==> config.mk <==
export PLATFORM = sky130hd
export DESIGN_NAME = boot_cfg_loader
export DESIGN_NICKNAME = d
export VERILOG_FILES = /design/src/rtl/boot_cfg_pkg.sv /design/src/rtl/boot_cfg_ctrl.sv /design/src/rtl/boot_cfg_dpath.sv /design/src/rtl/boot_cfg_loader.sv
export SDC_FILE = /design/constraint.sdc
export NUM_CORES = 1
export LEC_CHECK = 0
export BUFFER_PORTS_ARGS = -buffer_cell sky130_fd_sc_hd__buf_2
export CAP_MARGIN = 5
export CORE_UTILIZATION = 45
export DETAILED_ROUTE_END_ITERATION = 10
export SLEW_MARGIN = 25
export SYNTH_ARGS = -nofsm -noshare
export SYNTH_HDL_FRONTEND = slang
export SYNTH_SLANG_ARGS = --single-unit
==> constraint.sdc <==
create_clock -name clk -period 8.03 [get_ports clk]
set_input_delay 1.606 -clock clk [delete_from_list [all_inputs] [get_ports clk]]
set_output_delay 1.606 -clock clk [all_outputs]
set_load 0.01 [all_outputs]
==> src/rtl/boot_cfg_pkg.sv <==
package boot_cfg_pkg;
  localparam int IMG_BYTES = 28;
  localparam int IMG_WORDS = IMG_BYTES / 2;
  localparam int WORD_W    = 16;
  localparam int BYTE_W    = 8;
  localparam int CS1_IDX   = 7;
  localparam int SIG_IDX   = 8;
  localparam int CS2_IDX   = 13;
  localparam int LOCK_IDX  = 4;
  localparam int LOCK_BIT  = 15;
  localparam int ADDR_W    = $clog2(IMG_BYTES);
  localparam int WIDX_W    = $clog2(IMG_WORDS);
  localparam int FLAG_W    = 3;

  typedef struct packed {
    logic              capture;
    logic              evaluate;
    logic              windowOpen;
    logic [ADDR_W-1:0] byteAddr;
  } loadCtl_t;

  typedef enum logic [2:0] {
    ST_WAIT, ST_REQ, ST_RSP, ST_EVAL, ST_FIN
  } loadState_t;
endpackage

==> src/rtl/boot_cfg_ctrl.sv <==
module boot_cfg_ctrl
  import boot_cfg_pkg::*;
#(
  parameter int START_DELAY  = 1650000,
  parameter int EARLY_WINDOW = 1250000
) (
  input  logic     clk,
  input  logic     rstN,
  input  logic     memReqReady,
  input  logic     memRspValid,
  output logic     memReqValid,
  output logic     loadDone,
  output loadCtl_t ctl
);
  localparam int DLY_W = $clog2(START_DELAY + 1);
  localparam int WIN_W = $clog2(EARLY_WINDOW + 1);
  localparam logic [ADDR_W-1:0] LAST_ADDR = ADDR_W'(IMG_BYTES - 1);

  loadState_t        state;
  logic [DLY_W-1:0]  delayCnt;
  logic [WIN_W-1:0]  winCnt;
  logic [ADDR_W-1:0] byteAddr;
  logic              doneQ;

  always_ff @(posedge clk) begin
    if (!rstN) begin
      winCnt <= '0;
    end else if (winCnt != WIN_W'(EARLY_WINDOW)) begin
      winCnt <= winCnt + 1'b1;
    end
  end

  always_ff @(posedge clk) begin
    if (!rstN) begin
      state    <= ST_WAIT;
      delayCnt <= '0;
      byteAddr <= '0;
      doneQ    <= 1'b0;
    end else begin
      doneQ <= (state == ST_EVAL);
      case (state)
        ST_WAIT: begin
          if (delayCnt == DLY_W'(START_DELAY - 1)) state <= ST_REQ;
          else delayCnt <= delayCnt + 1'b1;
        end
        ST_REQ: if (memReqReady) state <= ST_RSP;
        ST_RSP: begin
          if (memRspValid) begin
            if (byteAddr == LAST_ADDR) begin
              state <= ST_EVAL;
            end else begin
              byteAddr <= byteAddr + 1'b1;
              state    <= ST_REQ;
            end
          end
        end
        ST_EVAL: state <= ST_FIN;
        default: state <= ST_FIN;
      endcase
    end
  end

  always_comb begin
    memReqValid    = (state == ST_REQ);
    loadDone       = doneQ;
    ctl.capture    = (state == ST_RSP) && memRspValid;
    ctl.evaluate   = (state == ST_EVAL);
    ctl.windowOpen = (winCnt < WIN_W'(EARLY_WINDOW));
    ctl.byteAddr   = byteAddr;
  end
endmodule

==> src/rtl/boot_cfg_dpath.sv <==
module boot_cfg_dpath
  import boot_cfg_pkg::*;
#(
  parameter logic [15:0] SIGNATURE = 16'h5A3C
) (
  input  logic              clk,
  input  logic              rstN,
  input  loadCtl_t          ctl,
  input  logic [BYTE_W-1:0] memRspData,
  input  logic              hostStrobe,
  input  logic [WIDX_W-1:0] rdAddr,
  output logic [WORD_W-1:0] rdData,
  output logic              outEn,
  output logic [FLAG_W-1:0] failFlags,
  output logic              progEn
);
  localparam logic [WORD_W-1:0] ALL_ONES = '1;

  logic [WORD_W-1:0] regFile [IMG_WORDS];
  logic [BYTE_W-1:0] lowByte;
  logic [WORD_W-1:0] sum1, sum2, newWord;
  logic [WIDX_W-1:0] wordIdx;
  logic              wordWr, inRange1, inRange2;
  logic              sigOk, cs1Ok, cs2Ok;
  logic              earlyHost, lockReq;

  assign wordIdx  = ctl.byteAddr[ADDR_W-1:1];
  assign wordWr   = ctl.capture && ctl.byteAddr[0];
  assign newWord  = {memRspData, lowByte};
  assign inRange1 = (wordIdx < WIDX_W'(CS1_IDX));
  assign inRange2 = (wordIdx >= WIDX_W'(SIG_IDX)) && (wordIdx < WIDX_W'(CS2_IDX));

  always_ff @(posedge clk) begin
    if (!rstN) lowByte <= '0;
    else if (ctl.capture && !ctl.byteAddr[0]) lowByte <= memRspData;
  end

  for (genvar w = 0; w < IMG_WORDS; w++) begin : g_word
    always_ff @(posedge clk) begin
      if (!rstN) regFile[w] <= '0;
      else if (wordWr && (wordIdx == WIDX_W'(w))) regFile[w] <= newWord;
    end
  end

  always_ff @(posedge clk) begin
    if (!rstN) begin
      sum1 <= '0;
      sum2 <= '0;
    end else if (wordWr) begin
      if (inRange1) sum1 <= sum1 + newWord;
      if (inRange2) sum2 <= sum2 + newWord;
    end
  end

  assign sigOk = (regFile[SIG_IDX] == SIGNATURE);
  assign cs1Ok = (regFile[CS1_IDX] == ALL_ONES - sum1);
  assign cs2Ok = (regFile[CS2_IDX] == ALL_ONES - sum2);

  always_ff @(posedge clk) begin
    if (!rstN) begin
      outEn     <= 1'b0;
      failFlags <= '0;
      lockReq   <= 1'b0;
    end else if (ctl.evaluate) begin
      outEn     <= sigOk && cs1Ok && cs2Ok;
      failFlags <= {!cs2Ok, !cs1Ok, !sigOk};
      lockReq   <= sigOk && cs1Ok && cs2Ok && regFile[LOCK_IDX][LOCK_BIT];
    end
  end

  always_ff @(posedge clk) begin
    if (!rstN) earlyHost <= 1'b0;
    else if (hostStrobe && ctl.windowOpen) earlyHost <= 1'b1;
  end

  assign progEn = !(lockReq && !earlyHost);
  assign rdData = (rdAddr < WIDX_W'(IMG_WORDS)) ? regFile[rdAddr] : '0;
endmodule

==> src/rtl/boot_cfg_loader.sv <==
module boot_cfg_loader
  import boot_cfg_pkg::*;
#(
  parameter int          START_DELAY  = 1650000,
  parameter int          EARLY_WINDOW = 1250000,
  parameter logic [15:0] SIGNATURE    = 16'h5A3C
) (
  input  logic        clk,
  input  logic        rstN,
  output logic        memReqValid,
  output logic [4:0]  memReqAddr,
  input  logic        memReqReady,
  input  logic        memRspValid,
  input  logic [7:0]  memRspData,
  input  logic        hostStrobe,
  input  logic [3:0]  rdAddr,
  output logic [15:0] rdData,
  output logic        loadDone,
  output logic        outEn,
  output logic [2:0]  failFlags,
  output logic        progEn
);
  loadCtl_t ctl;

  boot_cfg_ctrl #(
    .START_DELAY (START_DELAY),
    .EARLY_WINDOW(EARLY_WINDOW)
  ) u_ctrl (
    .clk        (clk),
    .rstN       (rstN),
    .memReqReady(memReqReady),
    .memRspValid(memRspValid),
    .memReqValid(memReqValid),
    .loadDone   (loadDone),
    .ctl        (ctl)
  );

  boot_cfg_dpath #(
    .SIGNATURE(SIGNATURE)
  ) u_dpath (
    .clk       (clk),
    .rstN      (rstN),
    .ctl       (ctl),
    .memRspData(memRspData),
    .hostStrobe(hostStrobe),
    .rdAddr    (rdAddr),
    .rdData    (rdData),
    .outEn     (outEn),
    .failFlags (failFlags),
    .progEn    (progEn)
  );

  assign memReqAddr = ctl.byteAddr;
endmodule

Yosys cells after proc, flatten, opt, wreduce, memory -nomap -nowiden
Memories as Yosys holds them, arrays and structs flattened. Index checks and enable logic that the tools add are counted.

Add/sub/neg operators: 7. Order comparisons: 5. Equal/unequal tests: 25. Mux-type cells: 63. Bitwise gates (word level): 16. Reduce and logical (&&, ||, !) cells: 36.

Operator list (count): 2-to-1 mux 16 bit (15); 2-to-1 mux 1 bit (43); adder 21 x 1 -> 21 bit (second input constant) (2); adder 16 bit (2); equality test 16 bit (2); subtractor 16 bit (first input constant) (2); equality test 4 bit (second input constant) (6); logical AND 1 bit (23); equality test 21 bit (second input constant) (1); < comparator 21 bit (second input constant) (1); != test 21 bit (second input constant) (1); equality test 16 x 15 -> 1 bit (second input constant) (1); equality test 4 x 3 -> 1 bit (second input constant) (4); bitwise OR 1 bit (14); 2-to-1 mux 3 bit (3); one-hot mux 3 bit (3 select lines) (1); equality test 4 x 2 -> 1 bit (second input constant) (2); < comparator 4 bit (second input constant) (2); equality test 3 x 2 -> 1 bit (second input constant) (2); zero test 1 bit (6); AND reduction 2 bit (3); AND reduction 3 bit (2); adder 5 x 1 -> 5 bit (second input constant) (1); equality test 5 bit (second input constant) (1); 10 further kinds (12).

Bits in registers: 97. RAM bits: 224. Bits of input ports: 17. Word-level logic and storage cells: 165. Memories kept: 1.

Memory list: u_dpath.regFile (words 14, width 16, read ports 5, clocked after Yosys merged registers in 0, write ports 14, RTL line boot_cfg_dpath.sv:19) `logic [WORD_W-1:0] regFile [IMG_WORDS];`.

Longest topological paths before layout
Depth after elaboration: 8. Gate-level depth with buffers: 8. Depth with buffers taken out: 8.

Hierarchy
A second synthesis with hierarchy kept.

Cell total of the unflattened synthesis: 1399. Area total of the unflattened synthesis: 16313.1 um2.

Modules (own cells, without submodules): boot_cfg_dpath (instances 1, cells an instance 1101, area each 13736.9 um2, sequential area each 7647.3 um2); boot_cfg_ctrl (instances 1, cells an instance 298, area each 2576.2 um2, sequential area each 1021.0 um2).

Worst setup path before layout
OpenSTA, ideal clock, no wires.

Path kind: input to output. Start: input port rdAddr[0]. End: output port rdData[0]. Arrival time: 2937 ps. Required time: 6424 ps. Path slack: 3487 ps. Stages: 5. Path buffers: 2. Path through: buf_2 buf_2 mux4_2 a21oi_1 o21ai_0.

Cells in the longest elaborated chain, start to end: 2.

Ends and longest elaborated chain: from (decl) (RTL line boot_cfg_loader.sv:16) `input logic [3:0] rdAddr,`; memory read (14 x 16 bit) or < comparator 4 bit (tied branches); 2-to-1 mux 16 bit * (RTL line boot_cfg_dpath.sv:77) `assign rdData = (rdAddr < WIDX_W'(IMG_WORDS)) ? regFile[rdAddr] : '0;`; to (decl) (RTL line boot_cfg_loader.sv:17) `output logic [15:0] rdData,`.

Every way passes the cells marked *; elsewhere a longest branch is shown, timed or not.

Worst setup path after layout
Start: input port rdAddr[0]. End: output port rdData[4].

The elaborated chain is that of the path after synthesis.

==> impl_metrics.tcl <==
set metrics [dict create \
    run_status "finished, final reports clean" \
    yosysSeqAreaShare 0.5370 \
    synth_top_cell_by_area "edfxtp_1" \
    cts_sinks 321 \
    overflow 0 \
    synth_top_area_frac 0.4167 \
    grtUsageTotal 0.2376 \
    dieHeight_um 191.4 \
    vias_per_cell 5.655 \
    cts_tree "done" \
    postCtsResizedCells 0 \
    drc 0 \
    hold_class "reg -> reg" \
    maxCapViolCount 0 \
    vias 10800 \
    min_period_ns 5.463 \
    pwr-share-comb 0.056 \
    p_sw_mw 0.8463 \
    finalPower_mw 3.640 \
    drt_iter0_drc 977 \
    cts_setup_buffers 0 \
    synth_edf_count 224 \
    wirelength_um 42640 \
    synth_commonest_cells "and2_1, edfxtp_1, nor2_1, dfxtp_1, nand2_1" \
    p_int_mw 2.794 \
    fin_nets 1473 \
    hold_buffers 0 \
    cts-root-buf "clkbuf_16" \
    ys_types 64 \
    grt_pass1_vias 10400 \
    max_stage_delay_ns 0.62 \
    synthTopCellsByArea "edfxtp_1, dfxtp_1, and2_1" \
    worstSkewPairLatency_ns 0.53 \
    p_per_area_mw_per_mm2 203.7 \
    synthCells 1400 \
    swShare 0.2325 \
    diodes 0 \
    crit_top_cell "buf_4" \
    start_util 0.4561 \
    hpwl_um 29200 \
    grt_max_degree 89 \
    pwr-share-seq 0.510 \
    num_rows 69 \
    drv_slew 0 \
    hold_viol_final 0 \
    path_class "in -> out" \
    ios 45 \
    clock_path_buffers 3 \
    cpMaxStageDelayCell "buf_4" \
    antenna_found_initial 0 \
    die_area_sq_mm 0.03663 \
    ys_ff_latch 321 \
    crit_path_start_kind "input pin" \
    fp.dieW_um 191.4 \
    htreeDepth 2 \
    irDropWorstVdd_mv 0.1575 \
    critical_path.cell_chain "buf_4 -> buf_4 -> mux4_2 -> mux2i_1 -> o21ai_0 -> buf_2" \
    clkPwrFrac 0.434 \
    clk_pin_slew_ns 0.05 \
    drt-pass1-iter-count 5 \
    fin_crit_sh 0.6803 \
    worst_setup_path_end_kind "output pin" \
    avgSynthCellArea_sq_um 11.53 \
    path_delay_family "buffers and inverters" \
    ys_async_sr_fraction 0 \
    crit_buf_inv 3 \
    core_sq_mm 0.03540 \
    yosys_warnings 0 \
    synth_area_sq_mm 0.01614 \
    nFillCells 3196 \
    cp_max_fo 34 \
    synthFlopType "edfxtp_1" \
    crit_required_ns 6.42 \
    setup_violations 0 \
    gp_congestion 0.9400 \
    area_growth_pct 10.67 \
    grt_pass1_wl_um 64100 \
    fin_setup_tns_ns 0 \
    numCtsBuffers 37 \
    port-buffer-count 44 \
    drive_above_1_share 0.1291 \
    rsz0062_at_grt "no" \
    tightest_slew_ns 0.9433 \
    post_drt_wl_per_cell_um 22.33 \
    fin_ws_ns 2.567 \
    synth.most_common_cell "and2_1" \
    fmax_mhz 183.1 \
    antenna_left 0 \
    worstPathArrival_ns 3.86 \
    relSlewSlack 0.3703 \
    dp_slack_ns 2.554 \
    p_leak_nw 6.376 \
    syn-num-nets 1453 \
    fin_skew_ns 0.01463 \
]
[per-stage QoR]
step | hold slack, ns | instance area, sq um | utilization | std cells
3_5_place_dp | 0.4598 | 16730 | 0.4725 | 1842
2_1_floorplan | 0.4297 | 16140 | - | 1400
3_3_place_gp | 0.4524 | 16730 | 0.4725 | 1842
4_1_cts | 0.4762 | 17860 | 0.5045 | 1909
5_1_grt | 0.4936 | 17870 | 0.5047 | 1909
6_report | 0.4709 | 17870 | 0.5047 | 1909
[power by group through the flow]
stage	logic, mW	registers [mW]	clock network (mW)
global placement	0.202	1.89	0
CTS	0.206	1.86	1.61
detailed placement	0.205	1.89	0
global route	0.219	1.86	1.67
floorplan	0.135	1.87	0
finish	0.204	1.86	1.58
[cells by family after synthesis]
group                      synth area share
and+or+nand+nor                      0.1997
DFF                                  0.5370
AOI/OAI and AO/OA                   0.06852
buffers and inverters               0.02666
muxes                               0.09433
xor gates and xnor gates            0.04503
adders and majority gates           0.02883
[worst reg2reg max path: stages (launching register included)]
cell and delay, ns:
dfxtp_1 0.86, ha_1 0.38, a211oi_1 0.10, o21ai_0 0.62
a21oi_1 0.15, o21ai_0 0.36, mux2_2 0.38, nand4b_1 0.09
[placed cells by master (no fill, tap or decap), types with 6 or more instances in the layout]
master,count
clkinv_1,8
clkinv_2,9
buf_4,23
inv_1,12
dfxtp_1,97
a31oi_1,7
or3_1,11
nor2b_1,6
edfxtp_1,224
buf_2,43
nand3_1,46
a21oi_1,63
mux4_2,48
clkbuf_16,37
xor2_1,23
nor4_1,13
nand4_1,18
nor2_1,115
nor3_1,21
xnor2_1,60
a21o_1,9
and2_1,232
a211oi_1,11
ha_1,34
o21ai_1,14
nand3b_1,6
o21ai_0,43
nand2_1,68
nand4b_1,7
mux2i_1,43
and3_1,6
[sequential cells by signal (all words and copies together), names as in the netlist]
register / count
u_ctrl.byteAddr: 5
u_ctrl.delayCnt: 21
u_ctrl.loadDone: 1
u_ctrl.state: 3
u_ctrl.winCnt: 21
u_dpath.earlyHost: 1
u_dpath.failFlags: 3
u_dpath.lockReq: 1
u_dpath.lowByte: 8
u_dpath.outEn: 1
u_dpath.regFile: 224
u_dpath.sum1: 16
u_dpath.sum2: 16
[per-layer routing]
metal | track usage | up-vias | share of wire
met5 | 0 | - | 0
met1 | 0.3094 | 5279 | 0.43
li1 | - | 5106 | -
met2 | 0.3994 | 326 | 0.48
met3 | 0.03415 | 85 | 0.055
met4 | 0.09066 | 0 | 0.037
[final timing paths]
path                      start                 to  slack [ns]  cells after the start
max                   rdAddr[0]          rdData[4]        2.57                      6
min           u_dpath.earlyHost  u_dpath.earlyHost        0.47                      2
max reg2reg  u_dpath.lowByte[0]   u_dpath.sum2[15]        5.04                      7
min reg2reg   u_dpath.earlyHost  u_dpath.earlyHost        0.47                      2
[layout make-up]
class	instances	area [sq um]	share of cell area
flip-flops and latches	321	8668	0.4852
repair buffers	66	387.9	0.02171
multi-input cells	981	7052	0.3947
clock buffers	42	954.7	0.05344
well taps	461	576.8	0.03229
inverters	13	48.80	0.002731
clock inverters	25	177.7	0.009945
Note: power is estimated with default switching activity, not from simulation.
